==> src/rtl/dwa_pkg.sv <==
package dwa_pkg;

    typedef enum logic {
        RAMP_UP   = 1'b0,
        RAMP_DOWN = 1'b1
    } ramp_dir_e;

    // per-cycle control from the window sequencer to the datapath
    typedef struct packed {
        logic clear;   // window accepted on this edge
        logic step;    // this edge is a sampling edge
        logic last;    // this edge is the final sampling edge
    } step_ctl_t;

    // result width: holds N*(N+1) for N < 2**hw
    function automatic int unsigned acc_width(int unsigned hw);
        return 2 * hw + 1;
    endfunction

endpackage

==> src/rtl/dwa_window_ctrl.sv <==
module dwa_window_ctrl
    import dwa_pkg::*;
#(
    parameter int unsigned HALF_W = 8
) (
    input  logic              clk,
    input  logic              rst,
    input  logic              start,
    input  logic [HALF_W-1:0] half_len,
    output step_ctl_t         ctl,
    output logic [HALF_W-1:0] n_lat
);
    localparam int unsigned CNT_W = HALF_W + 1;
    localparam logic [CNT_W-1:0] CNT_ONE = {{HALF_W{1'b0}}, 1'b1};

    logic             running;
    logic [CNT_W-1:0] remaining;
    logic             accept;

    assign accept    = !running && start && (half_len != '0);
    assign ctl.clear = accept;
    assign ctl.step  = running;
    assign ctl.last  = running && (remaining == '0);

    always_ff @(posedge clk) begin
        if (rst) begin
            running   <= 1'b0;
            remaining <= '0;
            n_lat     <= '0;
        end else if (accept) begin
            running   <= 1'b1;
            n_lat     <= half_len;
            remaining <= {half_len, 1'b0} - CNT_ONE;
        end else if (running) begin
            if (remaining == '0) begin
                running <= 1'b0;
            end else begin
                remaining <= remaining - CNT_ONE;
            end
        end
    end

    // a running window keeps its length and keeps running until its last edge
    a_r6_len_frozen: assert property (@(posedge clk) disable iff (rst)
        (running && !ctl.last) |=> (running && $stable(n_lat)));

    // the window closes right after its final sampling edge
    a_r4_window_closes: assert property (@(posedge clk) disable iff (rst)
        ctl.last |=> !running);

    // a zero half-length never opens a window
    a_r8_zero_len: assert property (@(posedge clk) disable iff (rst)
        (!running && (half_len == '0)) |=> !running);

endmodule

==> src/rtl/dwa_tri_ramp.sv <==
module dwa_tri_ramp
    import dwa_pkg::*;
#(
    parameter int unsigned HALF_W = 8
) (
    input  logic              clk,
    input  logic              rst,
    input  logic              clear,
    input  logic              step,
    input  logic [HALF_W-1:0] n_max,
    output logic [HALF_W-1:0] weight
);
    localparam logic [HALF_W-1:0] W_ONE = {{(HALF_W-1){1'b0}}, 1'b1};

    ramp_dir_e dir;

    always_ff @(posedge clk) begin
        if (rst) begin
            weight <= W_ONE;
            dir    <= RAMP_UP;
        end else if (clear) begin
            weight <= W_ONE;
            dir    <= RAMP_UP;
        end else if (step) begin
            if (dir == RAMP_UP) begin
                if (weight == n_max) begin
                    dir <= RAMP_DOWN;      // peak weight repeats once
                end else begin
                    weight <= weight + W_ONE;
                end
            end else if (weight != W_ONE) begin
                weight <= weight - W_ONE;
            end
        end
    end

    // the weight in use stays inside 1..N
    a_r3_weight_range: assert property (@(posedge clk) disable iff (rst)
        step |-> ((weight != '0) && (weight <= n_max)));

    // consecutive steps change the weight by at most one
    a_r3_weight_slope: assert property (@(posedge clk) disable iff (rst)
        step |=> (!step || (weight == $past(weight)) ||
                  (weight == $past(weight) + W_ONE) ||
                  (weight + W_ONE == $past(weight))));

endmodule

==> src/rtl/dwa_accum.sv <==
module dwa_accum #(
    parameter int unsigned ACC_W = 17,
    parameter int unsigned WT_W  = 8
) (
    input  logic             clk,
    input  logic             rst,
    input  logic             clear,
    input  logic             step,
    input  logic             last,
    input  logic             bit_in,
    input  logic [WT_W-1:0]  weight,
    output logic [ACC_W-1:0] result
);
    logic [ACC_W-1:0] acc;
    logic [ACC_W-1:0] addend;
    logic [ACC_W-1:0] sum;

    assign addend = bit_in ? {{(ACC_W-WT_W){1'b0}}, weight} : '0;
    assign sum    = acc + addend;

    always_ff @(posedge clk) begin
        if (rst) begin
            acc    <= '0;
            result <= '0;
        end else if (clear) begin
            acc <= '0;
        end else if (step) begin
            acc <= sum;
            if (last) begin
                result <= sum;
            end
        end
    end

    // the running total never wraps
    a_r9_no_wrap: assert property (@(posedge clk) disable iff (rst)
        step |-> (sum >= acc));

    // the captured result changes only on a final step
    a_r5_result_hold: assert property (@(posedge clk) disable iff (rst)
        !(step && last) |=> $stable(result));

endmodule

==> src/rtl/dual_window_accum.sv <==
module dual_window_accum
    import dwa_pkg::*;
#(
    parameter int unsigned HALF_W = 8,
    localparam int unsigned ACC_W = acc_width(HALF_W)
) (
    input  logic              clk,
    input  logic              rst,
    input  logic              start,
    input  logic [HALF_W-1:0] half_len,
    input  logic              bit_in,
    output logic [ACC_W-1:0]  rect_out,
    output logic [ACC_W-1:0]  tri_out,
    output logic              out_valid
);
    localparam int unsigned N_CH = 2;   // channel 0 flat, channel 1 triangular
    localparam logic [HALF_W-1:0] W_ONE = {{(HALF_W-1){1'b0}}, 1'b1};

    step_ctl_t         ctl;
    logic [HALF_W-1:0] n_lat;
    logic [HALF_W-1:0] ramp_w;
    logic [ACC_W-1:0]  ch_result [N_CH];

    dwa_window_ctrl #(.HALF_W(HALF_W)) i_ctrl (
        .clk      (clk),
        .rst      (rst),
        .start    (start),
        .half_len (half_len),
        .ctl      (ctl),
        .n_lat    (n_lat)
    );

    dwa_tri_ramp #(.HALF_W(HALF_W)) i_ramp (
        .clk    (clk),
        .rst    (rst),
        .clear  (ctl.clear),
        .step   (ctl.step),
        .n_max  (n_lat),
        .weight (ramp_w)
    );

    for (genvar g = 0; g < N_CH; g++) begin : g_ch
        logic [HALF_W-1:0] ch_wt;
        if (g == 0) begin : g_flat
            assign ch_wt = W_ONE;
        end else begin : g_ramp
            assign ch_wt = ramp_w;
        end
        dwa_accum #(.ACC_W(ACC_W), .WT_W(HALF_W)) i_acc (
            .clk    (clk),
            .rst    (rst),
            .clear  (ctl.clear),
            .step   (ctl.step),
            .last   (ctl.last),
            .bit_in (bit_in),
            .weight (ch_wt),
            .result (ch_result[g])
        );
    end

    always_ff @(posedge clk) begin
        if (rst) begin
            out_valid <= 1'b0;
        end else begin
            out_valid <= ctl.last;
        end
    end

    assign rect_out = ch_result[0];
    assign tri_out  = ch_result[1];

    logic [ACC_W-1:0] n_ext;
    assign n_ext = {{(ACC_W-HALF_W){1'b0}}, n_lat};

    // the strobe lasts one cycle
    a_r4_valid_pulse: assert property (@(posedge clk) disable iff (rst)
        out_valid |=> !out_valid);

    // the flat count cannot exceed the window length
    a_r2_rect_bound: assert property (@(posedge clk) disable iff (rst)
        out_valid |-> (rect_out <= (n_ext << 1)));

    // every weight is at least one, and the triangle area bounds the total
    a_r3_tri_bounds: assert property (@(posedge clk) disable iff (rst)
        out_valid |-> ((tri_out >= rect_out) &&
                       (tri_out <= n_ext * (n_ext + 1'b1))));

endmodule

==> config.mk <==
export PLATFORM = sky130hd
export DESIGN_NAME = dual_window_accum
export DESIGN_NICKNAME = d
export VERILOG_FILES = /design/src/rtl/dwa_pkg.sv /design/src/rtl/dwa_window_ctrl.sv /design/src/rtl/dwa_tri_ramp.sv /design/src/rtl/dwa_accum.sv /design/src/rtl/dual_window_accum.sv
export SDC_FILE = /design/constraint.sdc
export NUM_CORES = 1
export LEC_CHECK = 0
export CAP_MARGIN = 5
export CORE_MARGIN = 8
export CORE_UTILIZATION = 64
export DETAILED_ROUTE_END_ITERATION = 8
export DONT_BUFFER_PORTS = 1
export GPL_TIMING_DRIVEN = 1
export PLACE_DENSITY_LB_ADDON = 0.2
export SETUP_SLACK_MARGIN = 0.5
export SYNTH_ARGS = -nofsm -noshare
export SYNTH_HDL_FRONTEND = slang
export SYNTH_SLANG_ARGS = --single-unit
==> constraint.sdc <==
create_clock -name clk -period 2.9 [get_ports clk]
set_input_delay 0.58 -clock clk [delete_from_list [all_inputs] [get_ports clk]]
set_output_delay 0.58 -clock clk [all_outputs]
set_load 0.05 [all_outputs]
---- Yosys cells after proc, flatten, opt, wreduce, memory -nomap -nowiden ----
Cells that the tools add are included.
word-level totals
  memory bits (writable) .................. 0
  output and inout bits ................... 35
  memories ................................ 0
  bits in registers ....................... 96
  memory bits (read-only) ................. 0
  bits in latches ......................... 0
  logic and storage cells ................. 46
cells by class
  bitwise gates (word level) .............. 1
  shift operators ......................... 0
  divide/modulo/power cells ............... 0
  add/subtract/negate cells ............... 6
  reduce and logical (&&, ||, !) cells .... 11
  equal/unequal tests ..................... 5
  multiplexer cells ....................... 13
  multiply operators ...................... 0
  order comparisons ....................... 0
operators with widths
  cell                                                                     number
  17-bit adder                                                             2
  8-bit two-way mux                                                        4
  9-bit two-way mux                                                        3
  9-bit by 1-bit subtractor with 9-bit output, second input constant       2
  9-bit zero test                                                          1
  8-bit by 1-bit adder with 8-bit output, second input constant            1
  8-bit equality test                                                      1
  8-bit by 1-bit inequality test with 1-bit output, second input constant  1
  8-bit nonzero test                                                       1
  8-bit by 1-bit subtractor with 8-bit output, second input constant       1
  1-bit two-way mux                                                        6
  3-bit AND reduction                                                      2
  2-bit by 1-bit inequality test with 1-bit output, second input constant  2
  1-bit logical AND                                                        3
  2-bit inequality test, second input constant                             1
  2-bit AND reduction                                                      1
  2-bit nonzero test                                                       1
  2-bit OR reduction                                                       1
  1-bit zero test                                                          1
  1-bit inverter                                                           1

---- Logic depth before layout (Yosys ltp) ----
  depth after elaboration ................. 5
  mapped depth ............................ 9
  depth with buffers taken out ............ 8

---- Modules after synthesis ----
A second synthesis with hierarchy kept.
second synthesis, totals
  cell total of the unflattened synthesis .. 648
  area total of the unflattened synthesis .. 5547.8 um^2
modules (own cells, without submodules)
  module             area an instance (um^2)  cells each  sequential area each (um^2)  times used
  dwa_accum          1868.0                   221         680.7                        2
  dwa_window_ctrl    1057.3                   123         360.3                        1
  dwa_tri_ramp       713.2                    79          180.2                        1
  dual_window_accum  41.3                     4           20.0                         1

---- Worst setup path before layout ----
No wires, ideal clock.
  path kind ............................... input port to flip-flop
  from .................................... in bit_in
  to ...................................... reg g_ch[1].i_acc.result[14]
  data arrival time ....................... 2.514 ns
  path buffers ............................ 0
  library setup time ...................... 0.086 ns
  slack ................................... 0.300 ns
  stages on the path ...................... 8
  cells stage by stage .................... and2_1 -> ha_1 -> fa_1 -> a21o_1 -> a221oi_2 -> a211oi_1 -> xnor2_1 -> a211oi_1
between the ends
  longest elaborated chain between the ends .. 2
ends and longest elaborated chain
  item                    line                     text
  start: declaration      dual_window_accum.sv:11  input logic bit_in,
  8-bit two-way mux       dwa_accum.sv:18          assign addend = bit_in ? {{(ACC_W-WT_W){1'b0}}, weight} : '0;
  17-bit adder            dwa_accum.sv:19          assign sum = acc + addend;
  end signal: assignment  dwa_accum.sv:30          result <= sum;
  end: declaration        dwa_accum.sv:12          output logic [ACC_W-1:0] result
No other way between the ends.
A chain may end at the register's enable or synchronous reset.

---- Worst setup path in the final report ----
  from .................................... reg i_ramp.weight[0]
  to ...................................... reg g_ch[1].i_acc.result[6]
between the ends
  longest elaborated chain between the ends .. 2
ends and longest elaborated chain
  item                      line                text
  start: declaration        dwa_tri_ramp.sv:11  output logic [HALF_W-1:0] weight
  start signal: assignment  dwa_tri_ramp.sv:29  weight <= weight + W_ONE;
  start signal: assignment  dwa_tri_ramp.sv:32  weight <= weight - W_ONE;
  8-bit two-way mux         dwa_accum.sv:18
  17-bit adder              dwa_accum.sv:19
No other way between the ends.

==> results.sh <==
export IMPL_drt_iter0_markers=188
export IMPL_synth_flop_cell="dfxtp_1"
export IMPL_ant_nets=0
export IMPL_critical_path_top_delay_family="compound AO/OA/AOI/OAI gates"
export IMPL_period_share_pct=78.94
export IMPL_synthTopCellsByArea="dfxtp_1 37%, nor2_1 4.9%, xor2_1 4.8%"
export IMPL_die_area_um2=11160
export IMPL_grtUsageTotal_pct=19.92
export IMPL_hold_class="in -> reg"
export IMPL_dp_cells=677
export IMPL_syn_area_um2=5141
export IMPL_synth_most_common_cell="dfxtp_1"
export IMPL_syn_to_final_growth_pct=5.062
export IMPL_synth_top_area_share_pct=37.38
export IMPL_grt_pass1_wl_mm=18.80
export IMPL_n_fill_cell=615
export IMPL_finalCriticalPeriod_ns=2.289
export IMPL_num_antenna_cells=0
export IMPL_cp_common_cell="buf_4"
export IMPL_fin_skew_ns=0.009909
export IMPL_synth_warning_count=0
export IMPL_cp_max_fo=7
export IMPL_cts_sinks=96
export IMPL_worstPathCellList="and2_1 -> ha_1 -> fa_2 -> a21o_1 -> a221oi_4 -> buf_4 -> buf_4 -> xnor2_1 -> nand2_1 -> a21oi_1"
export IMPL_p_leak_nw=1.859
export IMPL_worst_slack_ns=0.6108
export IMPL_synth_fp_nets=638
export IMPL_place_gp_congestion=0.8288
export IMPL_rsz0062_at_grt="yes"
export IMPL_wl_mm=10.87
export IMPL_synth_avg_cell_area_um2=8.442
export IMPL_critPathKind="reg -> reg"
export IMPL_worst_setup_path_end_kind="flip-flop"
export IMPL_yosysSeqAreaShare_pct=37.38
export IMPL_ctsHoldBuffers=0
export IMPL_synth_edf_count=0
export IMPL_path_clk_slew_ns=0.10
export IMPL_grt_max_degree=62
export IMPL_synth_area_leader_cell="dfxtp_1"
export IMPL_cts_tree="built"
export IMPL_crit_slowest_cell="dfxtp_4"
export IMPL_setup_violations=0
export IMPL_crit_buf_inv=2
export IMPL_critical_path_required_ns=3.20
export IMPL_die_h_um=105.6
export IMPL_htreeDepth=3
export IMPL_tightest_slew_ns=0.9377
export IMPL_cp_slowest_stage_delay_ns=0.39
export IMPL_rows=32
export IMPL_pre_cts_slack_ns=0.2148
export IMPL_post_drt_wl_per_cell_um=15.62
export IMPL_initial_core_util_pct=66.19
export IMPL_num_vias=4234
export IMPL_io_buffer_count=0
export IMPL_arrival_ns=2.59
export IMPL_yosys_cell_types_count=64
export IMPL_clockBufferDepth=2
export IMPL_powerDensity_nw_per_um2=532.2
export IMPL_status="completed"
export IMPL_hpwl_mm=7.617
export IMPL_layout_drive_gt1_share_pct=8.923
export IMPL_drc_errors=0
export IMPL_hold_viol_final=0
export IMPL_irDropWorstVdd_mv=0.3048
export IMPL_drv_slew=0
export IMPL_maxSlewHeadroom_pct=36.91
export IMPL_core_um2=7767
export IMPL_dieWidth_um=105.6
export IMPL_async_flop_share_pct=0
export IMPL_synthCells=609
export IMPL_fmax_ghz=0.4368
export IMPL_cts_buffers=9
export IMPL_clockRootBuffer="clkbuf_8"
export IMPL_critPathLaunchType="flip-flop"
export IMPL_boundaryPins=47
export IMPL_grt_pass1_vias=4075
export IMPL_antenna_found_initial=0
export IMPL_drv_cap=0
export IMPL_nets=618
export IMPL_ys_ff_latch=96
export IMPL_overflow=0
export IMPL_drt_first_pass_iters=5
export IMPL_tns_ns=0
export IMPL_post_drt_via_cell_ratio=6.083
export IMPL_ys_top_cells_by_count="96 x dfxtp_1, 67 x nor2_1, 58 x nand2_1"
export IMPL_clk_latency_ns=0.37
export IMPL_final_cells=696
export IMPL_rrSetupSlack_ns=0.61
[cells in the final DEF, fill, tap and decap left out, drive strengths merged, types with 7 or more instances in the layout]
cell / instances
dfxtp: 96
nand2: 58
xor2: 28
nand4: 13
xnor2: 27
nor3b: 7
clkbuf: 10
mux2i: 11
or3: 10
a21oi: 45
o21ai: 21
nor2: 68
and3: 11
ha: 16
nand3: 20
inv: 18
buf: 11
and2: 13
a211oi: 31
[final timing paths]
| check | end | from | depth (start not counted) |
|---|---|---|---|
| worst max-delay path | g_ch[1].i_acc.result[6] | i_ramp.weight[0] | 10 |
| worst min-delay path | i_ctrl.remaining[1] | rst | 1 |
| worst max register to register | g_ch[1].i_acc.result[6] | i_ramp.weight[0] | 10 |
| worst min register to register | i_ctrl.n_lat[1] | i_ctrl.n_lat[1] | 2 |
[metal layers]
layer / up-vias / share of wire [%] / global-route usage, %
met5: - / 0 / 0
met4: 0 / 1.4 / 8.040
met3: 14 / 7.3 / 4.750
met2: 116 / 47 / 34.31
met1: 1974 / 44 / 23.29
li1: 2130 / - / -
[area by class of cell]
| class | instances | area [um2] | share of cell area (%) |
|---|---|---|---|
| Inverter | 15 | 56.30 | 1.042 |
| Sequential cell | 96 | 1927 | 35.67 |
| Timing Repair Buffer | 11 | 107.6 | 1.992 |
| Tap cell | 102 | 127.6 | 2.363 |
| Multi-Input combinational cell | 456 | 2984 | 55.25 |
| Clock buffer | 10 | 137.6 | 2.548 |
| Clock inverter | 6 | 61.31 | 1.135 |
[cells by family (layout without fill, tap and decap cells)]
family                     after synthesis  in the layout  share of synthesized area (%)
xor gates and xnor gates                55             55                          9.370
DFF                                     96             96                          37.38
adders and majority gates               17             17                          4.283
buffers and inverters                   57             42                          5.403
muxes                                   11             11                          2.142
and+or+nand+nor                        233            233                          22.80
AOI/OAI and AO/OA                      140            140                          18.62
[where the power goes]
part	internal [mW]	switching [mW]
logic	0.167	0.249
clock network	0.356	0.506
registers	1.39	0.203
[flip-flops by register name, summed over array words and instances, names as in the netlist]
signal,count
i_ctrl.n_lat,8
i_ramp.dir,1
i_ramp.weight,8
g_ch.i_acc.result,34
out_valid,1
i_ctrl.running,1
g_ch.i_acc.acc,34
i_ctrl.remaining,9
[repair_timing]
| action | CTS | global route |
|---|---|---|
| resized for setup | 1 | 10 |
| buffers inserted | 2 | 1 |
| pin swaps | 2 | 2 |
| setup endpoints to repair | 7 | 17 |
[stage by stage]
stage | total power, mW | cell area (um2) | hold slack, ns | util, %
5_1_grt | 3.016 | 5401 | 0.2442 | 69.54
2_1_floorplan | 1.956 | 5156 | 0.4472 | -
3_5_place_dp | 2.039 | 5136 | 0.4665 | 66.12
3_3_place_gp | 2.019 | 5136 | 0.4553 | 66.12
6_report | 2.875 | 5401 | 0.2754 | 69.54
4_1_cts | 2.892 | 5364 | 0.2586 | 69.06
Note: power is estimated with default switching activity, not from simulation.
